--- src/rtl/dma_pkg.sv ---
package dma_pkg;

  typedef enum logic [2:0] {
    ST_IDLE  = 3'd0,
    ST_REQ   = 3'd1,
    ST_RD    = 3'd2,
    ST_RWAIT = 3'd3,
    ST_WR    = 3'd4,
    ST_REL   = 3'd5
  } xfer_state_t;

  localparam logic [2:0] REG_SRC  = 3'd0;
  localparam logic [2:0] REG_DST  = 3'd1;
  localparam logic [2:0] REG_CNT  = 3'd2;
  localparam logic [2:0] REG_CTL  = 3'd3;
  localparam logic [2:0] REG_DCLR = 3'd4;

  localparam int CTL_W        = 4;
  localparam int CTL_REQ_MASK = 0;
  localparam int CTL_SRC_FIX  = 1;
  localparam int CTL_DST_FIX  = 2;
  localparam int CTL_IRQ_MASK = 3;

endpackage

--- src/rtl/dma_chan.sv ---
module dma_chan
  import dma_pkg::*;
#(
  parameter int ADDR_W = 8,
  parameter int CNT_W  = 8,
  parameter int CFG_W  = 8
) (
  input  logic              clk,
  input  logic              rst_n,
  input  logic              cfg_hit_i,
  input  logic [2:0]        cfg_reg_i,
  input  logic [CFG_W-1:0]  cfg_wdata_i,
  input  logic              dev_req_i,
  input  logic              served_i,
  output logic [ADDR_W-1:0] src_o,
  output logic [ADDR_W-1:0] dst_o,
  output logic              pend_o,
  output logic              req_mask_o,
  output logic              irq_mask_o,
  output logic              done_o
);

  function automatic logic [ADDR_W-1:0] addr_step(input logic [ADDR_W-1:0] a,
                                                   input logic fixed);
    return fixed ? a : a + ADDR_W'(1);
  endfunction

  function automatic logic [CNT_W-1:0] cnt_step(input logic [CNT_W-1:0] c);
    return c - CNT_W'(1);
  endfunction

  logic [ADDR_W-1:0] src_q, dst_q;
  logic [CNT_W-1:0]  cnt_q, cnt_d;
  logic [CTL_W-1:0]  ctl_q;
  logic              pend_q, pend_d;
  logic              done_q;

  logic wr_src, wr_dst, wr_cnt, wr_ctl, wr_dclr;
  logic word_moved, last_word;

  assign wr_src  = cfg_hit_i && (cfg_reg_i == REG_SRC);
  assign wr_dst  = cfg_hit_i && (cfg_reg_i == REG_DST);
  assign wr_cnt  = cfg_hit_i && (cfg_reg_i == REG_CNT);
  assign wr_ctl  = cfg_hit_i && (cfg_reg_i == REG_CTL);
  assign wr_dclr = cfg_hit_i && (cfg_reg_i == REG_DCLR) && cfg_wdata_i[0];

  assign word_moved = served_i && (cnt_q != '0);
  assign last_word  = word_moved && (cnt_q == CNT_W'(1));

  always_comb begin
    if (wr_cnt)          cnt_d = cfg_wdata_i[CNT_W-1:0];
    else if (word_moved) cnt_d = cnt_step(cnt_q);
    else                 cnt_d = cnt_q;
    pend_d = ((pend_q && !word_moved) || dev_req_i) && (cnt_d != '0);
  end

  always_ff @(posedge clk) begin
    if (!rst_n) begin
      src_q  <= '0;
      dst_q  <= '0;
      cnt_q  <= '0;
      ctl_q  <= '0;
      pend_q <= 1'b0;
      done_q <= 1'b0;
    end else begin
      cnt_q  <= cnt_d;
      pend_q <= pend_d;
      if (wr_src)          src_q <= cfg_wdata_i[ADDR_W-1:0];
      else if (word_moved) src_q <= addr_step(src_q, ctl_q[CTL_SRC_FIX]);
      if (wr_dst)          dst_q <= cfg_wdata_i[ADDR_W-1:0];
      else if (word_moved) dst_q <= addr_step(dst_q, ctl_q[CTL_DST_FIX]);
      if (wr_ctl)          ctl_q <= cfg_wdata_i[CTL_W-1:0];
      if (last_word)       done_q <= 1'b1;
      else if (wr_dclr)    done_q <= 1'b0;
    end
  end

  assign src_o      = src_q;
  assign dst_o      = dst_q;
  assign pend_o     = pend_q;
  assign req_mask_o = ctl_q[CTL_REQ_MASK];
  assign irq_mask_o = ctl_q[CTL_IRQ_MASK];
  assign done_o     = done_q;

  AST_ZERO_COUNT_NOT_PENDING: assert property (@(posedge clk) disable iff (!rst_n)
    (cnt_q == '0 && !wr_cnt) |=> !pend_q);
  AST_LAST_WORD_SETS_DONE: assert property (@(posedge clk) disable iff (!rst_n)
    last_word |=> done_q);
  AST_DONE_CLEARS: assert property (@(posedge clk) disable iff (!rst_n)
    (wr_dclr && !last_word) |=> !done_q);

endmodule

--- src/rtl/dma_prio.sv ---
module dma_prio #(
  parameter int NCH  = 4,
  localparam int CH_W = (NCH > 1) ? $clog2(NCH) : 1
) (
  input  logic [NCH-1:0]  elig_i,
  output logic            win_valid_o,
  output logic [CH_W-1:0] win_idx_o,
  output logic [NCH-1:0]  win_onehot_o
);

  always_comb begin
    win_idx_o    = '0;
    win_onehot_o = '0;
    for (int i = NCH - 1; i >= 0; i--) begin
      if (elig_i[i]) begin
        win_idx_o    = CH_W'(i);
        win_onehot_o = NCH'(1) << i;
      end
    end
    win_valid_o = |elig_i;
  end

endmodule

--- src/rtl/dma_xfer.sv ---
module dma_xfer
  import dma_pkg::*;
#(
  parameter int NCH    = 4,
  parameter int ADDR_W = 8,
  parameter int DATA_W = 16,
  localparam int CH_W  = (NCH > 1) ? $clog2(NCH) : 1
) (
  input  logic              clk,
  input  logic              rst_n,
  input  logic              win_valid_i,
  input  logic [CH_W-1:0]   win_idx_i,
  input  logic [ADDR_W-1:0] src_addr_i,
  input  logic [ADDR_W-1:0] dst_addr_i,
  input  logic              bus_gnt_i,
  input  logic [DATA_W-1:0] bus_rdata_i,
  output logic              bus_req_o,
  output logic              bus_rd_o,
  output logic              bus_wr_o,
  output logic [ADDR_W-1:0] bus_addr_o,
  output logic [DATA_W-1:0] bus_wdata_o,
  output logic [CH_W-1:0]   sel_o,
  output logic              start_o,
  output logic              served_o
);

  xfer_state_t       state_q;
  logic [CH_W-1:0]   sel_q;
  logic [DATA_W-1:0] data_q;

  always_ff @(posedge clk) begin
    if (!rst_n) begin
      state_q <= ST_IDLE;
      sel_q   <= '0;
      data_q  <= '0;
    end else begin
      case (state_q)
        ST_IDLE: if (win_valid_i) begin
          sel_q   <= win_idx_i;
          state_q <= ST_REQ;
        end
        ST_REQ:   if (bus_gnt_i) state_q <= ST_RD;
        ST_RD:    state_q <= ST_RWAIT;
        ST_RWAIT: begin
          data_q  <= bus_rdata_i;
          state_q <= ST_WR;
        end
        ST_WR:    state_q <= ST_REL;
        ST_REL:   if (!bus_gnt_i) state_q <= ST_IDLE;
        default:  state_q <= ST_IDLE;
      endcase
    end
  end

  always_comb begin
    bus_req_o   = (state_q == ST_REQ) || (state_q == ST_RD) ||
                  (state_q == ST_RWAIT) || (state_q == ST_WR);
    bus_rd_o    = (state_q == ST_RD);
    bus_wr_o    = (state_q == ST_WR);
    bus_addr_o  = bus_rd_o ? src_addr_i : (bus_wr_o ? dst_addr_i : '0);
    bus_wdata_o = bus_wr_o ? data_q : '0;
    start_o     = (state_q == ST_IDLE) && win_valid_i;
    served_o    = bus_wr_o;
  end

  assign sel_o = sel_q;

  AST_STROBE_NEEDS_GRANT: assert property (@(posedge clk) disable iff (!rst_n)
    (bus_rd_o || bus_wr_o) |-> (bus_gnt_i && bus_req_o));
  AST_READ_THEN_WRITE: assert property (@(posedge clk) disable iff (!rst_n)
    bus_rd_o |=> ##1 bus_wr_o);
  AST_RELEASE_AFTER_WRITE: assert property (@(posedge clk) disable iff (!rst_n)
    bus_wr_o |=> !bus_req_o);

endmodule

--- src/rtl/dma_mover.sv ---
module dma_mover
  import dma_pkg::*;
#(
  parameter int NCH    = 4,
  parameter int ADDR_W = 8,
  parameter int DATA_W = 16,
  parameter int CNT_W  = 8,
  localparam int CH_W  = (NCH > 1) ? $clog2(NCH) : 1,
  localparam int CFG_W = (ADDR_W > CNT_W) ? ADDR_W : CNT_W,
  localparam int CA_W  = CH_W + 3
) (
  input  logic              clk,
  input  logic              rst_n,
  input  logic              cfg_we_i,
  input  logic [CA_W-1:0]   cfg_addr_i,
  input  logic [CFG_W-1:0]  cfg_wdata_i,
  input  logic [NCH-1:0]    dev_req_i,
  output logic              bus_req_o,
  input  logic              bus_gnt_i,
  output logic [ADDR_W-1:0] bus_addr_o,
  output logic              bus_rd_o,
  output logic              bus_wr_o,
  output logic [DATA_W-1:0] bus_wdata_o,
  input  logic [DATA_W-1:0] bus_rdata_i,
  output logic              irq_o,
  output logic [NCH-1:0]    done_o
);

  logic [ADDR_W-1:0] src_a [NCH];
  logic [ADDR_W-1:0] dst_a [NCH];
  logic [NCH-1:0]    pend_w, req_mask_w, irq_mask_w, done_w, elig_w, win_onehot_w;
  logic              win_valid_w, start_w, served_w;
  logic [CH_W-1:0]   win_idx_w, sel_w;
  logic [CH_W-1:0]   cfg_ch_w;
  logic [2:0]        cfg_reg_w;

  assign cfg_ch_w  = cfg_addr_i[CA_W-1:3];
  assign cfg_reg_w = cfg_addr_i[2:0];

  for (genvar g = 0; g < NCH; g++) begin : g_chan
    dma_chan #(.ADDR_W(ADDR_W), .CNT_W(CNT_W), .CFG_W(CFG_W)) u_chan (
      .clk         (clk),
      .rst_n       (rst_n),
      .cfg_hit_i   (cfg_we_i && (cfg_ch_w == CH_W'(g))),
      .cfg_reg_i   (cfg_reg_w),
      .cfg_wdata_i (cfg_wdata_i),
      .dev_req_i   (dev_req_i[g]),
      .served_i    (served_w && (sel_w == CH_W'(g))),
      .src_o       (src_a[g]),
      .dst_o       (dst_a[g]),
      .pend_o      (pend_w[g]),
      .req_mask_o  (req_mask_w[g]),
      .irq_mask_o  (irq_mask_w[g]),
      .done_o      (done_w[g])
    );
  end

  assign elig_w = pend_w & ~req_mask_w;

  dma_prio #(.NCH(NCH)) u_prio (
    .elig_i       (elig_w),
    .win_valid_o  (win_valid_w),
    .win_idx_o    (win_idx_w),
    .win_onehot_o (win_onehot_w)
  );

  dma_xfer #(.NCH(NCH), .ADDR_W(ADDR_W), .DATA_W(DATA_W)) u_xfer (
    .clk         (clk),
    .rst_n       (rst_n),
    .win_valid_i (win_valid_w),
    .win_idx_i   (win_idx_w),
    .src_addr_i  (src_a[sel_w]),
    .dst_addr_i  (dst_a[sel_w]),
    .bus_gnt_i   (bus_gnt_i),
    .bus_rdata_i (bus_rdata_i),
    .bus_req_o   (bus_req_o),
    .bus_rd_o    (bus_rd_o),
    .bus_wr_o    (bus_wr_o),
    .bus_addr_o  (bus_addr_o),
    .bus_wdata_o (bus_wdata_o),
    .sel_o       (sel_w),
    .start_o     (start_w),
    .served_o    (served_w)
  );

  assign done_o = done_w;
  assign irq_o  = |(done_w & ~irq_mask_w);

  AST_WINNER_ONEHOT: assert property (@(posedge clk) disable iff (!rst_n)
    $onehot0(win_onehot_w) && ((win_onehot_w & ~elig_w) == '0));
  AST_CH0_WINS: assert property (@(posedge clk) disable iff (!rst_n)
    (start_w && elig_w[0]) |=> (sel_w == '0));
  AST_NO_REARB_WHILE_HELD: assert property (@(posedge clk) disable iff (!rst_n)
    bus_req_o |=> $stable(sel_w));
  AST_MASKED_NOT_STARTED: assert property (@(posedge clk) disable iff (!rst_n)
    start_w |-> !req_mask_w[win_idx_w]);
  AST_IRQ_NEEDS_DONE: assert property (@(posedge clk) disable iff (!rst_n)
    irq_o |-> (done_o != '0));

endmodule

--- config.mk ---
export PLATFORM = sky130hd
export DESIGN_NAME = dma_mover
export DESIGN_NICKNAME = d
export VERILOG_FILES = /design/src/rtl/dma_pkg.sv /design/src/rtl/dma_chan.sv /design/src/rtl/dma_prio.sv /design/src/rtl/dma_xfer.sv /design/src/rtl/dma_mover.sv
export SDC_FILE = /design/constraint.sdc
export NUM_CORES = 1
export LEC_CHECK = 0
export BUFFER_PORTS_ARGS = -buffer_cell sky130_fd_sc_hd__buf_4
export CAP_MARGIN = 20
export CORE_ASPECT_RATIO = 1.25
export CORE_UTILIZATION = 37
export DETAILED_ROUTE_END_ITERATION = 10
export PLACE_DENSITY_LB_ADDON = 0.05
export SYNTH_ARGS = -nofsm -noshare
export SYNTH_HDL_FRONTEND = slang
export SYNTH_SLANG_ARGS = --single-unit
--- constraint.sdc ---
create_clock -name clk -period 2.9 [get_ports clk]
set_input_delay 0.58 -clock clk [delete_from_list [all_inputs] [get_ports clk]]
set_output_delay 0.58 -clock clk [all_outputs]
set_load 0.03 [all_outputs]
==> results of run 1 <==
-- area by class of cell --
cell class                      count  share of cell area [%]
Clock buffer                       19                    4.56
Clock inverter                     13                    1.46
Inverter                           21                   0.831
Multi-Input combinational cell    731                    51.8
Sequential cell                   141                    29.8
Tap cell                          279                    3.68
Timing Repair Buffer               97                    7.85
-- state kept, by name, indices dropped and copies added, names as in the netlist --
register,count
g_chan.u_chan.pend_o,4
u_xfer.sel_o,2
g_chan.u_chan.done_o,4
g_chan.u_chan.cnt_q,32
u_xfer.state_q,3
g_chan.u_chan.ctl_q,16
g_chan.u_chan.src_o,32
u_xfer.data_q,16
g_chan.u_chan.dst_o,32
-- report_power, final --
group          total (uW)  switching (uW)  internal (uW)
Sequential           2020            51.5           1970
Clock                2180             912           1270
Combinational         434             275            159
Total                4640            1240           3400
-- worst paths after layout --
path | end | slack, ns | from
worst max register to register | g_chan[1].u_chan.pend_o | 0.38 | g_chan[1].u_chan.cnt_q[0]
worst min-delay path | u_xfer.data_q[9] | 0.39 | bus_rdata_i[9]
worst min register to register | u_xfer.data_q[6] | 0.45 | u_xfer.data_q[6]
worst max-delay path | bus_addr_o[0] | 0.16 | u_xfer.sel_o[1]
-- worst max-delay path, stage by stage, from the launching register on --
cell and delay (ns):
dfxtp_1 0.54, buf_4 0.38, mux4_2 0.36, a22o_1 0.28
buf_4 0.18
-- metrics by stage --
stage	hold WS (ns)	setup slack (ns)	total power (uW)	instances
after global placement	0.439	0.360	2500	1268
final	0.392	0.156	4640	1301
after CTS	0.381	0.00369	4680	1301
after detailed placement	0.444	0.398	2500	1269
after floorplan	0.432	0.221	2320	960
after global routing	0.387	0.0782	4800	1301
-- cells in the final DEF (no fill, tap or decap), types with 3 or more instances in the layout --
cell,netlist,layout
a211o_1,3,3
a211oi_1,38,38
a21oi_1,78,78
a22o_1,8,8
a31oi_1,12,12
and2_1,20,20
and3_1,26,26
buf_4,6,95
clkbuf_16,0,17
clkinv_2,0,3
clkinvlp_4,0,5
dfxtp_1,141,140
ha_1,20,20
inv_1,20,20
inv_6,0,3
mux2i_1,22,22
mux4_2,16,16
nand2_1,83,83
nand2b_1,7,7
nand3_1,21,21
nand4_1,33,33
nor2_1,95,95
nor2b_1,10,10
nor3_1,19,19
nor3_2,3,3
nor4_1,8,8
nor4b_4,4,4
o21ai_0,56,56
o311ai_0,3,3
o31ai_1,5,5
or2_2,5,5
or3_1,10,10
or4_1,8,8
xnor2_1,30,30
xor2_1,41,41
-- cells by family (layout without fill, tap and decap cells) --
group,after synthesis,in the layout,share of synthesized area (%)
AOI/OAI and AO/OA,228,228,17.9
xor gates and xnor gates,71,71,7.64
adders and majority gates,20,20,3.07
buffers and inverters,88,150,4.93
DFF,141,141,34.7
muxes,38,38,7.13
and+or+nand+nor,374,374,24.6
-- layer usage --
| layer | global-route usage, % | routed length [um] | share of wire [%] | up-vias |
|---|---|---|---|---|
| met5 | 0 | 0 | 0 | - |
| met4 | 9.48 | 758 | 3.0 | 0 |
| met3 | 3.34 | 756 | 3.0 | 41 |
| met2 | 38.9 | 12300 | 48 | 138 |
| met1 | 29.6 | 11700 | 46 | 3445 |
| li1 | - | - | - | 3574 |
==> results.md, run 1 <==
- Worst-Skew Late Latency: 0.43 ns
- Fraction of layout cells with a size suffix above 1: 17.2%
- Required @ worst endpoint: 2.32 ns
- Status: completed
- # setup viols final: 0
- CTS tree: done
- Async set or reset register ratio after synthesis: 0%
- Ports: 69
- Top-area cell type share of the netlist area: 34.7%
- Post-synthesis register bit count: 141
- WHS Path Cells: 3
- Leak Pwr: 0.00349 uW
- Yosys top cell by area: dfxtp_1
- Worst Setup Path Type: flip-flop to primary output
- WL/cell: 19.6 um
- Total CTS buffers: 17
- Die height: 168 um
- Area contributors post-synth: dfxtp_1 (35%), a21oi_1 (4.8%), mux4_2 (4.4%)
- Die ar.: 22600 sq um
- # rows: 60
- Fmax: 364 MHz
- Slew @ Worst Pin: 0.732 ns
- Total grt overflow: 0
- Post-Place Cell Area: 8910 sq um
- GRT Total Usage: 23.2%
- H-tree depth: 4
- Pin count of the biggest net entering global routing: 56
- Buffers on Ports: 68
- Area of the multi-input gates: 4920 sq um
- First-pass DRT Iterations: 4
- Number of global-route vias before repair: 6939
- Register area: 2820 sq um
- DRC Markers: 0
- Mean Syn Cell Area: 8.48 sq um
- Hold-fix buffers, CTS: 0
- Synth Instances: 960
- Hold Path Class: primary input to flip-flop
- Unique masters post-synth: 73
- Post-route cell area: 9490 sq um
- Tmin final: 2.74 ns
- Peak VDD IR: 402 uV
- Clock Tree Buf Depth: 2
- Die Wd: 135 um
- CTS sink cnt: 141
- Main synth FF type: dfxtp_1
- Max Cap Viol: 0
- Post-synthesis sequential area ratio: 34.7%
- Root buffer cell: clkbuf_16
- Mapped Nets: 1017
- Relative slew slack: 51.1%
- RSZ-0062 raised after global routing: false
- ANT nets after route: 0
- HPWL Detailed: 17700 um
- Max Transition Viols Final: 0
- Number of setup buffers added after CTS: 0
- DR iter-0 viols: 359
- CP max FO: 21
- Power per cell area: 489 nW/um^2
- Routed vias: 7198
- Reg clk slew, reported paths: 0.06 ns
- Top-count cell post-synth: dfxtp_1
- Drt via density: 5.53
- GP Congestion: 0.833
- Startpoint Class: flip-flop
- Global-route wire length before repair: 39700 um
- Final worst-path cycle share: 94.6%
- Utilization after layout: 44.0%
- Critical Path AT: 2.16 ns
- Final hold vios: 0
- Area growth syn-to-layout: 16.5%
- # fillers: 2123
- Crit path capture type: primary output
- Initial antenna violation count: 0
- Total negative slack: 0 ns
- Initial Util: 37.8%
- Final Skew: 0.0111 ns
- EDFF count, synth: 0
- Synth cell count leaders: dfxtp_1 (141), nor2_1 (95), nand2_1 (83), a21oi_1 (78), o21ai_0 (56)
- Reg2Reg Depth: 8
- Core ar.: 21500 sq um
- Syn Std Cell Area: 8140 sq um
- Synth Warn #: 0
- Diode count: 0
- Fin nets: 1066
- Post-Route WL: 25500 um
- Resized Gates After CTS: 0
No activity file was read; power rests on OpenSTA's default activity.
==> run 2: changes to the inputs <==
--- a/config.mk
+++ b/config.mk
@@ -5,6 +5,7 @@
 export SDC_FILE = /design/constraint.sdc
 export NUM_CORES = 1
 export LEC_CHECK = 0
+export ABC_AREA = 1
 export BUFFER_PORTS_ARGS = -buffer_cell sky130_fd_sc_hd__buf_4
 export CAP_MARGIN = 20
 export CORE_ASPECT_RATIO = 1.25
==> results.md, run 2 <==
- Status: completed
- DR iter-0 viols: 544 (+52%)
- ANT nets after route: 0 (unchanged)
- Total grt overflow: 0 (unchanged)
- Buffers on Ports: 68 (unchanged)
- Critical Path AT: 2.17 ns (about the same)
- Global-route wire length before repair: 42700 um (+7.5%)
- Total CTS buffers: 17 (unchanged)
- Diode count: 0 (unchanged)
- WHS Path Cells: 3 (unchanged)
- Final Skew: 0.00717 ns (-0.00388 ns)
- Post-synthesis sequential area ratio: 33.5% (-1.2 points)
- Slowest CP cell: dfxtp_1
- RR Endpoint: g_chan[3].u_chan.dst_o[0]
- Hold Path Class: primary input to flip-flop
- Routed vias: 8301 (+15%)
- Drt via density: 5.09 (-8.0%)
- CP max FO: 11 (-48%)
- Crit path capture type: primary output
- Core ar.: 22300 sq um (+3.4%)
- Top-area cell type share of the netlist area: 33.5% (-1.2 points)
- Mapped Nets: 1335 (+31%)
- Commonest non-fill, non-tap cell in the layout: nand2_1
- Synth Warn #: 0 (unchanged)
- Total negative slack: 0 ns (unchanged)
- Initial antenna violation count: 0 (unchanged)
- CTS sink cnt: 141 (unchanged)
- Async set or reset register ratio after synthesis: 0% (unchanged)
- Post-synthesis register bit count: 141 (unchanged)
- Switching power: 1280 uW (+3.3%)
- Reg2Reg Depth: 9 (+1)
- Number of global-route vias before repair: 7866 (+13%)
- Post-Route WL: 27100 um (+6.4%)
- Worst path cell trace: nand2_1, inv_1, a22oi_1, a21oi_1, a21o_1, buf_4
- Die ar.: 23400 sq um (+3.5%)
- Syn Std Cell Area: 8430 sq um (+3.6%)
- Max Cap Viol: 0 (unchanged)
- GRT Total Usage: 24.0% (+0.84 points)
- Synth cell count leaders: nand2_1 (315), nor2_1 (156), dfxtp_1 (141), inv_1 (137), nand3_1 (81)
- Peak VDD IR: 395 uV (-1.6%)
- GP Congestion: 0.835 (+0.22%)
- Startpoint Class: flip-flop
- Crit-path max cell delay: 0.48 ns (-0.06 ns)
- Fmax: 363 MHz (-0.28%)
- Pin count of the biggest net entering global routing: 62 (+11%)
- First-pass DRT Iterations: 5 (+1)
- Initial Util: 37.8% (+0.046 points)
- Area contributors post-synth: dfxtp_1 (33%), nand2_1 (14%), nor2_1 (6.9%)
- Hold-fix buffers, CTS: 0 (unchanged)
- Die Wd: 137 um (+1.7%)
- Resized Gates After CTS: 0 (unchanged)
- Worst Setup Path Type: flip-flop to primary output
- Buf/Inv on CP: 2 (unchanged)
- R2r startpoint: u_xfer.sel_o[1]
- Hold Path Sink: u_xfer.data_q[13]
- Final worst-path cycle share: 94.9% (+0.27 points)
- Clock power frac: 49.3% (+2.3 points)
- Number of setup buffers added after CTS: 0 (unchanged)
- Logic gate share of total power: 9.8% (+0.4 points)
- Leak Pwr: 0.00413 uW (+18%)
- Synth Instances: 1278 (+33%)
- WL/cell: 16.6 um (-15%)
- CTS tree: done
- Delay-heaviest family, CP: flip-flops
- Unique masters post-synth: 39 (-47%)
- Fin nets: 1391 (+30%)
- Hold path startpoint: bus_rdata_i[13]
- Top-count cell post-synth: nand2_1
- Mean Syn Cell Area: 6.60 sq um (-22%)
- RSZ-0062 raised after global routing: false
- Slew @ Worst Pin: 0.597 ns (-0.134 ns)
- Worst-Skew Late Latency: 0.42 ns (about the same)
- Power per cell area: 498 nW/um^2 (+2.0%)
- Root buffer cell: clkbuf_16
- Tmin final: 2.75 ns (+0.00771 ns)
- Die height: 171 um (+1.7%)
- H-tree depth: 4 (unchanged)
- EDFF count, synth: 0 (unchanged)
- # rows: 61 (+1.7%)
- Sw Ratio: 26.0% (-0.68 points)
- Sequential Power Share: 40.9% (-2.7 points)
- DRC Markers: 0 (unchanged)
- Relative slew slack: 59.9% (+8.8 points)
- Minimum hold slack: 0.443 ns (+0.0508 ns)
- Main synth FF type: dfxtp_1
- # setup viols final: 0 (unchanged)
- Yosys top cell by area: dfxtp_1
- Ports: 69 (unchanged)
- Int Pwr: 3640 uW (+7.0%)
- Area growth syn-to-layout: 16.9%
- HPWL Detailed: 19500 um (+10%)
- Fraction of layout cells with a size suffix above 1: 12.3% (-4.9 points)
- Worst reg2reg setup slack: 0.58 ns (+0.20 ns)
- Required @ worst endpoint: 2.32 ns (about the same)
- Tot Pwr: 4910 uW (+6.0%)
- Clock Tree Buf Depth: 2 (unchanged)
- Final hold vios: 0 (unchanged)
- Commonest cells after routing, fill and taps aside: nand2_1 (315), nor2_1 (156), dfxtp_1 (141)
- Max Transition Viols Final: 0 (unchanged)
- Reg clk slew, reported paths: 0.06 ns (about the same)
==> run 2: worst max-delay path by stage <==
stage                                 start                 endpoint  slack [ns]  cells past startpoint
final                       u_xfer.sel_o[1]            bus_addr_o[2]        0.15                      6
after global routing        u_xfer.sel_o[0]            bus_addr_o[4]        0.04                      7
after CTS                   u_xfer.sel_o[0]            bus_addr_o[1]        0.17                      7
after detailed placement      cfg_addr_i[2]  g_chan[3].u_chan.pend_o        0.52                      9
after global placement        cfg_addr_i[2]  g_chan[3].u_chan.pend_o        0.59                      9
after floorplan           u_xfer.state_q[2]            bus_addr_o[0]        0.75                      3
==> run 2: per-layer routing <==
metal  vias to the layer above  GRT usage [%]  part of all wire (%)
met5                         -              0                     0
met2                       127           41.7                    49
met3                        32           3.05                   2.8
met4                         0           7.41                   1.9
met1                      3835           30.5                    46
li1                       4307              -                     -
==> run 2: per-stage QoR <==
| step | area, sq um | utilization (%) | cells | setup WS, ns |
|---|---|---|---|---|
| 5_1_grt | 9860 | 44.2 | 1630 | 0.0365 |
| 4_1_cts | 9860 | 44.2 | 1630 | 0.168 |
| 6_report | 9860 | 44.2 | 1630 | 0.148 |
| 2_1_floorplan | 8430 | - | 1278 | 0.753 |
| 3_5_place_dp | 9210 | 41.3 | 1598 | 0.515 |
| 3_3_place_gp | 9210 | 41.3 | 1598 | 0.587 |
==> run 2: cell type report <==
type                            instances  area [sq um]
Fill cell                            2386         12400
Multi-Input combinational cell        945          4860
Sequential cell                       141          2820
Timing Repair Buffer                   79           606
Inverter                              150           569
Clock buffer                           20           467
Tap cell                              283           354
Clock inverter                         12           183
==> run 2: power groups by stage <==
stage	clock [uW]	combinational, uW	sequential [uW]
2_1_floorplan	0	308	2040
3_3_place_gp	0	480	2050
3_5_place_dp	0	480	2050
4_1_cts	2460	482	2010
5_1_grt	2540	529	2020
6_report	2420	482	2010
==> run 2: kinds of logic after synthesis <==
family	count (synthesis)	share of synthesized area, %
AND/OR/NAND/NOR	637	32.9
AO/OA/AOI/OAI	243	17.0
buffers and inverters	192	8.93
flip-flops	141	33.5
XOR/XNOR	45	4.67
adder cells (fa/ha/maj)	20	2.97
==> run 2: worst min-delay path, cell delays in order <==
cell	delay, ns
buf_4	0.08
o21ai_0	0.07
a21oi_1	0.10
==> run 3: changes to the inputs <==
==> constraint.sdc (replaced) <==
create_clock -name clk -period 2.9 [get_ports clk]
set_input_delay 0.58 -clock clk [delete_from_list [all_inputs] [get_ports clk]]
set_output_delay 0.58 -clock clk [all_outputs]
set_load 0.1 [all_outputs]
==> results.md, run 3 (synthesized netlist as in run 2, its figures left out) <==
- Commonest cells after routing, fill and taps aside: nand2_1 (313), nor2_1 (156), dfxtp_1 (141)
- CTS sink cnt: 141 (unchanged)
- GRT Total Usage: 23.8% (-0.16 points)
- Die ar.: 23400 sq um (unchanged)
- Diode count: 0 (unchanged)
- Critical Path AT: 2.13 ns (-0.04 ns)
- Total CTS buffers: 17 (unchanged)
- Worst path cell trace: inv_2, nor2_4, a22oi_1, o221ai_1, a22o_1, buf_4
- Worst-Skew Late Latency: 0.42 ns (about the same)
- Reg clk slew, reported paths: 0.06 ns (about the same)
- Area of the multi-input gates: 4870 sq um (+0.23%)
- Drt via density: 5.11 (+0.34%)
- Hold Path Class: primary input to flip-flop
- Ports: 69 (unchanged)
- Worst Setup Path Type: flip-flop to primary output
- Root buffer cell: clkbuf_16
- CTS tree: done
- WL/cell: 16.5 um (-0.97%)
- Delay-heaviest family, CP: compound AO/OA/AOI/OAI gates
- Initial antenna violation count: 0 (unchanged)
- # fillers: 2407 (+0.88%)
- Post-route insts no fill: 1628 (-0.12%)
- Tmin final: 2.71 ns (-0.0395 ns)
- Global-route wire length before repair: 42300 um (-0.94%)
- Clock Tree Buf Depth: 2 (unchanged)
- Final hold vios: 0 (unchanged)
- H-tree depth: 4 (unchanged)
- Commonest non-fill, non-tap cell in the layout: nand2_1
- Peak VDD IR: 409 uV (+3.5%)
- Max Cap Viol: 0 (unchanged)
- GP Congestion: 0.852 (+2.0%)
- DR iter-0 viols: 541 (-0.55%)
- Total negative slack: 0 ns (unchanged)
- Required @ worst endpoint: 2.32 ns (about the same)
- Resized Gates After CTS: 0 (unchanged)
- Power per cell area: 490 nW/um^2 (-1.8%)
- Tot Pwr: 4810 uW (-2.2%)
- DRC Markers: 0 (unchanged)
- Leak Pwr: 0.00411 uW (-0.51%)
- Fin nets: 1391 (unchanged)
- Status: completed
- Final worst-path cycle share: 93.5% (-1.4 points)
- Max Transition Viols Final: 0 (unchanged)
- Final Skew: 0.00723 ns (+0.0000641 ns)
- Slew @ Worst Pin: 0.622 ns (+0.0246 ns)
- Crit path capture type: primary output
- Hold-fix buffers, CTS: 0 (unchanged)
- Placed cell count: 1598 (unchanged)
- Setup ws final: 0.187 ns (+0.0395 ns)
- Die Wd: 137 um (unchanged)
- Pin count of the biggest net entering global routing: 45 (-27%)
- Register area: 2820 sq um (unchanged)
- Core ar.: 22300 sq um (unchanged)
- HPWL Detailed: 19400 um (-0.46%)
- First-pass DRT Iterations: 5 (unchanged)
- Fraction of layout cells with a size suffix above 1: 12.2% (-0.13 points)
- CP max FO: 18 (+7)
- Number of setup buffers added after CTS: 0 (unchanged)
- Startpoint Class: flip-flop
- Number of global-route vias before repair: 7788 (-0.99%)
- Die height: 171 um (unchanged)
- Post-Route WL: 26800 um (-1.1%)
- Initial Util: 37.8% (unchanged)
- Fmax: 369 MHz (+1.5%)
- Slowest CP cell: dfxtp_1
- Buf/Inv on CP: 2 (unchanged)
- Crit-path max cell delay: 0.45 ns (-0.03 ns)
- ANT nets after route: 0 (unchanged)
- # setup viols final: 0 (unchanged)
- Routed vias: 8319 (+0.22%)
- DP Worst Slack: 0.499 ns (-0.0162 ns)
- Relative slew slack: 58.5% (-1.4 points)
- Minimum hold slack: 0.441 ns (-0.00180 ns)
- Area growth syn-to-layout: 16.4%
- Total grt overflow: 0 (unchanged)
- # rows: 61 (unchanged)
- Buffers on Ports: 68 (unchanged)
- RSZ-0062 raised after global routing: false
## run 3: cell type report
type                            instances  share of cell area, %
Tap cell                              283                   3.61
Sequential cell                       141                   28.8
Multi-Input combinational cell        945                   49.6
Timing Repair Buffer                   79                   6.04
Clock inverter                          6                   1.10
Clock buffer                           24                   5.11
Inverter                              150                   5.80
## run 3: final timing paths
kind / start / endpoint / slack [ns] / depth (start not counted)
setup / recovery: u_xfer.sel_o[0] / bus_addr_o[0] / 0.19 / 6
hold / removal: bus_rdata_i[1] / u_xfer.data_q[1] / 0.44 / 3
setup reg to reg: u_xfer.state_q[2] / g_chan[1].u_chan.src_o[7] / 0.65 / 9
hold reg to reg: u_xfer.data_q[6] / u_xfer.data_q[6] / 0.45 / 2
## run 3: metrics by stage
| stage | instance area (sq um) | util, % |
|---|---|---|
| after global placement | 9200 | 41.3 |
| after floorplan | 8440 | - |
| after global routing | 9820 | 44.0 |
| after CTS | 9810 | 44.0 |
| final | 9820 | 44.0 |
| after detailed placement | 9200 | 41.3 |
## run 3: per-layer routing
| layer | wire length [um] | track usage (%) | share of wire [%] | vias up |
|---|---|---|---|---|
| met2 | 13300 | 41.3 | 50 | 148 |
| met5 | 0 | 0 | 0 | - |
| met3 | 854 | 3.79 | 3.2 | 35 |
| met1 | 12100 | 29.9 | 45 | 3823 |
| met4 | 596 | 7.60 | 2.2 | 0 |
| li1 | - | - | - | 4313 |
## run 3: where the power goes
part | internal [uW] | leakage (uW) | switching (uW)
registers | 1970 | 0.00114 | 42.0
logic | 145 | 0.00267 | 358
clock network | 1460 | 0.000298 | 832
## run 3: tightest hold or removal path: stages
cell and delay [ns]:
buf_4 0.07, o21ai_0 0.07, a21oi_1 0.10
